**src/rtl/clksw_pkg.sv**
```systemverilog
package clksw_pkg;

  typedef enum logic [1:0] {
    SRC_PRI = 2'b00,
    SRC_SEC = 2'b01,
    SRC_RC  = 2'b10
  } src_e;

  typedef enum logic [2:0] {
    ST_IDLE  = 3'd0,
    ST_START = 3'd1,
    ST_LOCK  = 3'd2,
    ST_HAND  = 3'd3,
    ST_WAIT  = 3'd4
  } st_e;

  localparam int NUM_OSC = 2;

  function automatic src_e decode_src(input logic [1:0] field);
    if (field[1]) return SRC_RC;
    else if (field[0]) return SRC_SEC;
    else return SRC_PRI;
  endfunction

endpackage

```
**src/rtl/clksw_sync.sv**
```systemverilog
module clksw_sync #(
  parameter int STAGES = 2
) (
  input  logic clk,
  input  logic rst_n,
  input  logic async_in,
  output logic rise
);
  logic [STAGES-1:0] chain;
  logic              last_q;

  always_ff @(posedge clk or negedge rst_n) begin
    if (!rst_n) begin
      chain  <= '0;
      last_q <= 1'b0;
    end else begin
      chain  <= {chain[STAGES-2:0], async_in};
      last_q <= chain[STAGES-1];
    end
  end

  assign rise = chain[STAGES-1] & ~last_q;
endmodule

```
**src/rtl/clksw_timer.sv**
```systemverilog
module clksw_timer #(
  parameter int W = 8
) (
  input  logic         clk,
  input  logic         rst_n,
  input  logic         clr,
  input  logic         inc,
  input  logic [W-1:0] limit,
  output logic         hit
);
  logic [W-1:0] cnt;

  assign hit = inc && (cnt == limit - W'(1));

  always_ff @(posedge clk or negedge rst_n) begin
    if (!rst_n) cnt <= '0;
    else if (clr) cnt <= '0;
    else if (inc) cnt <= hit ? '0 : cnt + W'(1);
  end
endmodule

```
**src/rtl/clksw_ctrl.sv**
```systemverilog
module clksw_ctrl
  import clksw_pkg::*;
#(
  parameter int OST_CYC      = 1024,
  parameter int PLL_LOCK_CYC = 16000,
  parameter int SYNC_STAGES  = 2
) (
  input  logic       clk,
  input  logic       rst_n,
  input  logic [1:0] src_sel,
  input  logic       pll_use,
  input  logic       wdt_en,
  input  logic       fscm_en,
  input  logic       pri_tick,
  input  logic       sec_tick,
  input  logic       mux_done,
  output logic       pri_osc_en,
  output logic       sec_osc_en,
  output logic       pll_en,
  output logic       src_rc_en,
  output logic [1:0] mux_sel,
  output logic       handover,
  output logic       pri_stable
);
  localparam int MAXC = (OST_CYC > PLL_LOCK_CYC) ? OST_CYC : PLL_LOCK_CYC;
  localparam int W    = $clog2(MAXC + 1);
  localparam logic [W-1:0] OST_LIM = W'(OST_CYC);
  localparam logic [W-1:0] PLL_LIM = W'(PLL_LOCK_CYC);

  st_e  state, st_n;
  src_e target, tgt_n, active, act_n, sel_q, sel_n, want;
  logic pll_q, pll_n, stab_q, stab_n, tmr_clr, tmr_inc, tmr_hit, tgt_edge;
  logic [W-1:0] tmr_lim;
  logic [NUM_OSC-1:0] raw_tick, tick_rise;

  assign want     = decode_src(src_sel);
  assign raw_tick = {sec_tick, pri_tick};

  // one synchronizer plus edge detector per counted oscillator
  for (genvar g = 0; g < NUM_OSC; g++) begin : g_sync
    clksw_sync #(.STAGES(SYNC_STAGES)) u_sync (
      .clk     (clk),
      .rst_n   (rst_n),
      .async_in(raw_tick[g]),
      .rise    (tick_rise[g])
    );
  end

  always_comb begin
    case (target)
      SRC_PRI: tgt_edge = tick_rise[0];
      SRC_SEC: tgt_edge = tick_rise[1];
      default: tgt_edge = 1'b0;
    endcase
  end

  assign tmr_inc = (state == ST_START) ? tgt_edge : (state == ST_LOCK);
  assign tmr_lim = (state == ST_LOCK) ? PLL_LIM : OST_LIM;

  clksw_timer #(.W(W)) u_timer (
    .clk  (clk),
    .rst_n(rst_n),
    .clr  (tmr_clr),
    .inc  (tmr_inc),
    .limit(tmr_lim),
    .hit  (tmr_hit)
  );

  always_comb begin
    st_n    = state;
    tgt_n   = target;
    act_n   = active;
    sel_n   = sel_q;
    pll_n   = pll_q;
    stab_n  = stab_q;
    tmr_clr = 1'b0;
    case (state)
      ST_IDLE, ST_START, ST_LOCK: begin
        if (want != target) begin
          // retarget: restart the sequence toward the new request
          tgt_n   = want;
          tmr_clr = 1'b1;
          if (want == active) begin
            st_n = ST_IDLE;
          end else if (want == SRC_RC) begin
            st_n   = ST_HAND;
            stab_n = 1'b0;
          end else begin
            st_n = ST_START;
            if (want == SRC_PRI) pll_n = pll_use;
          end
        end else if (state == ST_START && tmr_hit) begin
          tmr_clr = 1'b1;
          st_n    = (pll_q && target == SRC_PRI) ? ST_LOCK : ST_HAND;
        end else if (state == ST_LOCK && tmr_hit) begin
          tmr_clr = 1'b1;
          st_n    = ST_HAND;
        end
      end
      ST_HAND: begin
        sel_n = target;
        st_n  = ST_WAIT;
        if (target != SRC_PRI) stab_n = 1'b0;
      end
      ST_WAIT: begin
        if (mux_done) begin
          act_n  = target;
          st_n   = ST_IDLE;
          stab_n = (target == SRC_PRI);
        end
      end
      default: st_n = ST_IDLE;
    endcase
  end

  always_ff @(posedge clk or negedge rst_n) begin
    if (!rst_n) begin
      state  <= ST_IDLE;
      target <= SRC_RC;
      active <= SRC_RC;
      sel_q  <= SRC_RC;
      pll_q  <= 1'b0;
      stab_q <= 1'b0;
    end else begin
      state  <= st_n;
      target <= tgt_n;
      active <= act_n;
      sel_q  <= sel_n;
      pll_q  <= pll_n;
      stab_q <= stab_n;
    end
  end

  assign handover   = (state == ST_HAND);
  assign mux_sel    = sel_q;
  assign pri_stable = stab_q;
  assign pri_osc_en = (target == SRC_PRI) || (active == SRC_PRI && target != SRC_RC);
  assign sec_osc_en = (target == SRC_SEC) || (active == SRC_SEC);
  assign pll_en     = pri_osc_en && pll_q;
  assign src_rc_en  = (target == SRC_RC) || (active == SRC_RC) || wdt_en || fscm_en;

  assert_sel_on_strobe_R6: assert property (@(posedge clk) disable iff (!rst_n)
    !$stable(mux_sel) |-> $past(handover));

  assert_strobe_single_R6: assert property (@(posedge clk) disable iff (!rst_n)
    handover |=> !handover);

  assert_stable_on_pri_R7: assert property (@(posedge clk) disable iff (!rst_n)
    pri_stable |-> (mux_sel == SRC_PRI && pri_osc_en));

  assert_stable_after_done_R7: assert property (@(posedge clk) disable iff (!rst_n)
    $rose(pri_stable) |-> $past(mux_done));

  assert_rc_kept_R8: assert property (@(posedge clk) disable iff (!rst_n)
    (wdt_en || fscm_en) |-> src_rc_en);

  assert_rc_stops_pri_R3: assert property (@(posedge clk) disable iff (!rst_n)
    ($past(src_sel[1]) && ($past(state) == ST_IDLE || $past(state) == ST_START ||
     $past(state) == ST_LOCK)) |-> (!pri_osc_en && !pri_stable));

endmodule

```
**config.mk**
```make
export PLATFORM = sky130hd
export DESIGN_NAME = clksw_ctrl
export DESIGN_NICKNAME = d
export VERILOG_FILES = /design/src/rtl/clksw_pkg.sv /design/src/rtl/clksw_sync.sv /design/src/rtl/clksw_timer.sv /design/src/rtl/clksw_ctrl.sv
export SDC_FILE = /design/constraint.sdc
export NUM_CORES = 1
export LEC_CHECK = 0
export BUFFER_PORTS_ARGS = -buffer_cell sky130_fd_sc_hd__buf_2
export CAP_MARGIN = 25
export CORE_ASPECT_RATIO = 0.5
export CORE_MARGIN = 2
export CORE_UTILIZATION = 65
export DETAILED_ROUTE_END_ITERATION = 10
export PLACE_DENSITY = 0.86
export SLEW_MARGIN = 20
export SYNTH_ARGS = -nofsm -noshare
export SYNTH_HDL_FRONTEND = slang
export SYNTH_HIERARCHICAL = 1
export SYNTH_SLANG_ARGS = --single-unit
```
**constraint.sdc**
```tcl
create_clock -name clk -period 13 [get_ports clk]
set_input_delay 2.6 -clock clk [delete_from_list [all_inputs] [get_ports clk]]
set_output_delay 2.6 -clock clk [all_outputs]
set_load 0.02 [all_outputs]
```
==> impl_metrics.toml, run 1 <==
[outcome]
status = "completed"

[drt]
drtAntennaViolNets = 0
wl_um = 4970
drt-pass1-iter-count = 6
dr.first_iter.drc_count = 125
num_vias = 2016
wire_per_inst_um = 13.6
viasPerCell = 5.52
drcViolationCount = 0

[sta]
slew_viol_final = 0
period_share_pct = 45.9
fin_tns_setup_ns = 0
setup-violations-final = 0
setup_slack_ns = 7.04
max_slew_margin_pct = 53.5
worst_pin_slew_ns = 0.697
rsz0062_at_grt = "false"
period_minus_slack_ns = 5.96
skew_ns = 0.00627
fmax_ghz = 0.168
finalHoldViolations = 0

[pwr]
finalPower_mw = 0.429
vdd_ir_drop_max_v = 0.000160
cellPowerDensity_mw_per_mm2 = 161
p_leak_nw = 1.20

[layout]
nFillCells = 234
drive_gt1_share_pct = 15.3
regArea_um2 = 779
multi_input_area_mm2 = 0.00158
syn2layout_area_growth_pct = 16.4
nets = 325
antenna_cells = 0

[critical_path]
cp_data_required_time_ns = 10.40
path_cells = "buf_2 > or4_1 > buf_2"
path_class = "in2out"
startpoint_type = "primary input"
reg2reg_slack_ns = 9.12
r2r-start = "state[1]$_DFFE_PN0P_"
slowest_stage = "or4_1"
cp-end-kind = "primary output"
cp_data_arrival_time_ns = 3.36
r2r_cells = 13
crit_start = "wdt_en"
cpPeakStageDelay_ns = 0.50
reg2reg_to = "u_timer/cnt[1]$_DFFE_PN0P_"
cp_common_cell = "buf_2"
cp_max_fo = 1

[synthesis]
yosysTopAreaCellShare_pct = 30.7
synth_top_area_cell = "dfrtp_1"
syn_area_per_cell_um2 = 9.22
synth_flop_cell = "dfrtp_1"
synth_cells = 248
ys_top_cells_by_count = "dfrtp_1 (28), nor2_1 (20), nand2_1 (19), xnor2_1 (13), nor4_1 (12)"
synthArstFlopShare_pct = 100
synth_edf_count = 0
ys_ff_latch = 31
yosysSeqAreaShare_pct = 34.1
yosys-top-cells-area = "dfrtp_1 (31%), xnor2_1 (5.0%), mux2i_1 (3.9%)"
yosysMostFrequentCell = "dfrtp_1"
netlist_area_mm2 = 0.00229
synth_cell_type_count = 63
ys.warnings.count = 6

[global_routing]
grt_pass1_vias = 1864
grt_overflow = 0
grt_pass1_wl_um = 8240
antenna_found_initial = 0
grt_max_degree = 32
grt.total_usage_pct = 27.7

[die]
io_pins = 18
design.core.area_mm2 = 0.00340
die_area_mm2 = 0.00404
start_util_pct = 67.3
die_h_um = 45.9
fp-row-count = 15
die_width_um = 87.9

[clocking]
ctsLongestPathBuffers = 2
cts_hold_buf = 0
cts-htree-levels = 2
cts_resized = 0
clock_sink_count = 31
cts-root-buf = "clkbuf_8"
clock_latency_ns = 0.28
cts_setup_buffers = 0
tritoncts = "done"
cts_made_buffers = 5
path_clk_slew_ns = 0.06

[flow_run]
maxCapViolations = 0

[place]
hpwl_um = 3580
portBuffers = 17
place.gp.congestion = 0.882
post-place-ws_ns = 7.04

[min_path]
hp-class = "reg2reg"
worstHoldStart = "g_sync[0].u_sync/chain[0]$_DFF_PN0_"
holdPathEnd = "g_sync[0].u_sync/chain[1]$_DFF_PN0_"
hold_depth = 0
## critical path: cells and delay by family
kind | cells | cell delay (ns)
buffers and inverters | 2 | 0.26
AND/OR/NAND/NOR | 1 | 0.50
## stage by stage
step           util [%]  std cells  hold slack [ns]  area, um2
2_1_floorplan         -        299            0.331       2480
3_3_place_gp       75.2        357            0.333       2560
3_5_place_dp       75.2        357            0.341       2560
4_1_cts            78.2        365            0.354       2660
5_1_grt            78.3        365            0.363       2660
6_report           78.3        365            0.353       2660
## sequential cells by signal, indices dropped and copies added (netlist names)
name and flops:
pri_stable 1, u_timer/cnt 14, g_sync.u_sync/last_q 2, target 2, active 2, g_sync.u_sync/chain 4, mux_sel 2, pll_q 1
state 3
## placed cells by master, fill, tap and decap left out, drive strengths merged, types with 3 or more instances in the layout
cell type	synthesis	routed
nor3	10	10
buf	4	19
nor4	14	14
conb	2	53
nor2	20	20
dfstp	3	3
a21oi	9	9
o311ai	3	3
mux2	3	3
nand3b	5	5
nand3	11	11
nor2b	4	4
dfrtp	28	28
xor2	8	8
nand2b	5	5
inv	10	10
a21o	3	3
o22ai	3	3
clkbuf	8	8
o21ai	12	12
nor4b	3	3
mux2i	9	9
nand2	19	19
xnor2	13	13
and3	6	6
## worst max path at each step
stage               slack, ns         to
finish                   7.04  src_rc_en
global route             7.03  src_rc_en
CTS                      7.04  src_rc_en
detailed placement       7.04  src_rc_en
global placement         7.04  src_rc_en
floorplan                7.17  src_rc_en
## cells by family after synthesis
kind of cell / synth area share (%)
AO/OA/AOI/OAI: 16.4
adder cells (fa/ha/maj): 1.09
multiplexers: 5.58
XOR/XNOR: 8.05
buffers and inverters: 5.58
flip-flops: 34.1
AND/OR/NAND/NOR: 28.8
other: 0.329
## routing by layer
layer	global-route usage, %	part of all wire [%]
met1	32.9	45
met2	50.3	49
met3	5.80	3.8
met4	11.4	2.1
met5	0	0
## cell type report
class	count	share of cell area [%]
multi-input combinational	246	59.4
sequential	31	29.3
clock buffer	8	3.76
timing repair buffer	19	3.76
tap	51	2.40
inverter	10	1.41
## where the power goes
part	switching [mW]	internal [mW]	leakage [nW]	total [mW]
logic	0.119	0.0761	0.749	0.195
clock network	0.0355	0.0483	0.0515	0.0838
registers	0.0318	0.118	0.399	0.150
Power figures use the tool's default switching activity.
==> run 2, diff against run 1 <==
--- a/config.mk
+++ b/config.mk
@@ -9,9 +9,9 @@
 export CAP_MARGIN = 25
 export CORE_ASPECT_RATIO = 0.5
 export CORE_MARGIN = 2
-export CORE_UTILIZATION = 65
+export CORE_UTILIZATION = 60
 export DETAILED_ROUTE_END_ITERATION = 10
-export PLACE_DENSITY = 0.86
+export PLACE_DENSITY = 0.81
 export SLEW_MARGIN = 20
 export SYNTH_ARGS = -nofsm -noshare
 export SYNTH_HDL_FRONTEND = slang
==> constraint.sdc (replaced) <==
create_clock -name clk -period 5.7 [get_ports clk]
set_input_delay 1.14 -clock clk [delete_from_list [all_inputs] [get_ports clk]]
set_output_delay 1.14 -clock clk [all_outputs]
set_load 0.02 [all_outputs]
==> run 2 against run 1 <==
First-iteration DRC count is 49% higher. Sequential cell count stayed put. Hold slack worse by 0.0056 ns. Worst setup slack worse by 5.1 ns. Power is 120% higher. Largest power group unchanged. Clock skew is 0.0018 ns higher.
==> impl_metrics.toml, run 2 (synthesis results as in run 1) <==
[global_routing]
grt_max_degree = 32
grt_pass1_vias = 1817
antenna_found_initial = 0
grt_overflow = 0
grt.total_usage_pct = 23.9
grt_pass1_wl_um = 8010

[critical_path]
r2r-start = "state[1]$_DFFE_PN0P_"
reg2reg_slack_ns = 1.95
r2r_cells = 13
cp_data_arrival_time_ns = 3.88
path_delay_family = "compound AO/OA/AOI/OAI gates"
cpPeakStageDelay_ns = 0.56
crit_start = "state[1]$_DFFE_PN0P_"
startpoint_type = "flop"
path_class = "reg2reg"
cp-end-kind = "flop"
setup.worst_path.end = "u_timer/cnt[1]$_DFFE_PN0P_"
cp_max_fo = 24
worst-path-stages = 13
slowest_stage = "a21oi_2"
path_cells = "nand2b_1 > nor3_1 > a21oi_1 > nor2_1 > buf_4 > o211ai_1 > a211oi_1 > o2111ai_1 > nor4_4 > o21ai_0 > a21oi_2 > nand3b_1 > o32ai_1"
crit_buf_inv = 1
cp_data_required_time_ns = 5.83
reg2reg_to = "u_timer/cnt[1]$_DFFE_PN0P_"

[die]
fp-row-count = 15
die_h_um = 47.6
start_util_pct = 64.4
io_pins = 18
die_area_mm2 = 0.00435
die_width_um = 91.3
design.core.area_mm2 = 0.00355

[drt]
num_vias = 2018
dr.first_iter.drc_count = 186
drt-pass1-iter-count = 4
viasPerCell = 5.53
drtAntennaViolNets = 0
wl_um = 4800
drcViolationCount = 0
wire_per_inst_um = 13.2

[sta]
max_slew_margin_pct = 55.4
fmax_ghz = 0.267
finalHoldViolations = 0
worst_pin_slew_ns = 0.669
fin_tns_setup_ns = 0
period_share_pct = 65.8
setup-violations-final = 0
slew_viol_final = 0
period_minus_slack_ns = 3.75
rsz0062_at_grt = "false"
skew_ns = 0.00803

[clocking]
cts_made_buffers = 5
cts-htree-levels = 2
clock_sink_count = 31
path_clk_slew_ns = 0.06
cts_resized = 0
cts_hold_buf = 0
cts_setup_buffers = 0
ctsLongestPathBuffers = 2
tritoncts = "done"
cts-root-buf = "clkbuf_8"
clock_latency_ns = 0.28

[layout]
final_cell_mix = "conb_1 (53), dfrtp_1 (28), nor2_1 (20), nand2_1 (19), buf_2 (17)"
top_regs = "u_timer/cnt x14, g_sync.u_sync/chain x4, state x3"
drive_gt1_share_pct = 15.3
fin_area_mm2 = 0.00265
nets = 325
final_common_cell = "conb_1"
regMostFlops = "u_timer/cnt"
syn2layout_area_growth_pct = 15.7
largest_register_ffs = 14
antenna_cells = 0
final_util_pct = 74.6
final_cells = 365

[place]
portBuffers = 17
place_area_mm2 = 0.00256
dpl.cell_count = 357
hpwl_um = 3540
place.gp.congestion = 0.930

[pwr]
p_leak_nw = 1.19
vdd_ir_drop_max_v = 0.000319
finalPower_mw = 0.947
cellPowerDensity_mw_per_mm2 = 358

[min_path]
hp-class = "reg2reg"

[outcome]
status = "completed"

[flow_run]
maxCapViolations = 0
[run 2: worst min-delay path by stage]
stage | from | end | slack (ns) | cells past startpoint
2_1_floorplan | g_sync[0].u_sync/chain[0]$_DFF_PN0_ | g_sync[0].u_sync/chain[1]$_DFF_PN0_ | 0.33 | 0
5_1_grt | g_sync[0].u_sync/chain[0]$_DFF_PN0_ | g_sync[0].u_sync/chain[1]$_DFF_PN0_ | 0.37 | 0
4_1_cts | g_sync[0].u_sync/chain[0]$_DFF_PN0_ | g_sync[0].u_sync/chain[1]$_DFF_PN0_ | 0.35 | 0
6_report | g_sync[0].u_sync/chain[0]$_DFF_PN0_ | g_sync[0].u_sync/chain[1]$_DFF_PN0_ | 0.35 | 0
3_3_place_gp | g_sync[1].u_sync/chain[0]$_DFF_PN0_ | g_sync[1].u_sync/chain[1]$_DFF_PN0_ | 0.33 | 0
3_5_place_dp | g_sync[0].u_sync/chain[0]$_DFF_PN0_ | g_sync[0].u_sync/chain[1]$_DFF_PN0_ | 0.34 | 0
[run 2: power by group]
| part | internal [mW] | switching (mW) | leakage, nW |
|---|---|---|---|
| clock network | 0.0851 | 0.0787 | 0.0412 |
| registers | 0.269 | 0.0724 | 0.399 |
| logic | 0.173 | 0.269 | 0.749 |
| total | 0.527 | 0.420 | 1.19 |
[run 2: cell type report]
| type | instances | area [um2] |
|---|---|---|
| multi-input cells | 246 | 1580 |
| fillers | 260 | 902 |
| flip-flops and latches | 31 | 779 |
| repair buffers | 19 | 100 |
| clock buffers | 6 | 72.6 |
| well taps | 51 | 63.8 |
| inverters | 10 | 37.5 |
| clock inverters | 2 | 12.5 |
[run 2: per-stage QoR]
step                      hold slack [ns]  setup slack, ns
after detailed placement            0.337             1.63
after global routing                0.365             1.60
after floorplan                     0.331             1.48
final                               0.347             1.95
after CTS                           0.351             1.61
after global placement              0.332             1.87
[run 2: metal layers]
| metal | vias to the layer above | global-route usage, % | wire length, um |
|---|---|---|---|
| met1 | 983 | 31.7 | 2300 |
| li1 | 987 | - | - |
| met2 | 44 | 40.0 | 2290 |
| met3 | 4 | 5.98 | 191 |
| met5 | - | 0 | 0 |
| met4 | 0 | 8.79 | 24 |
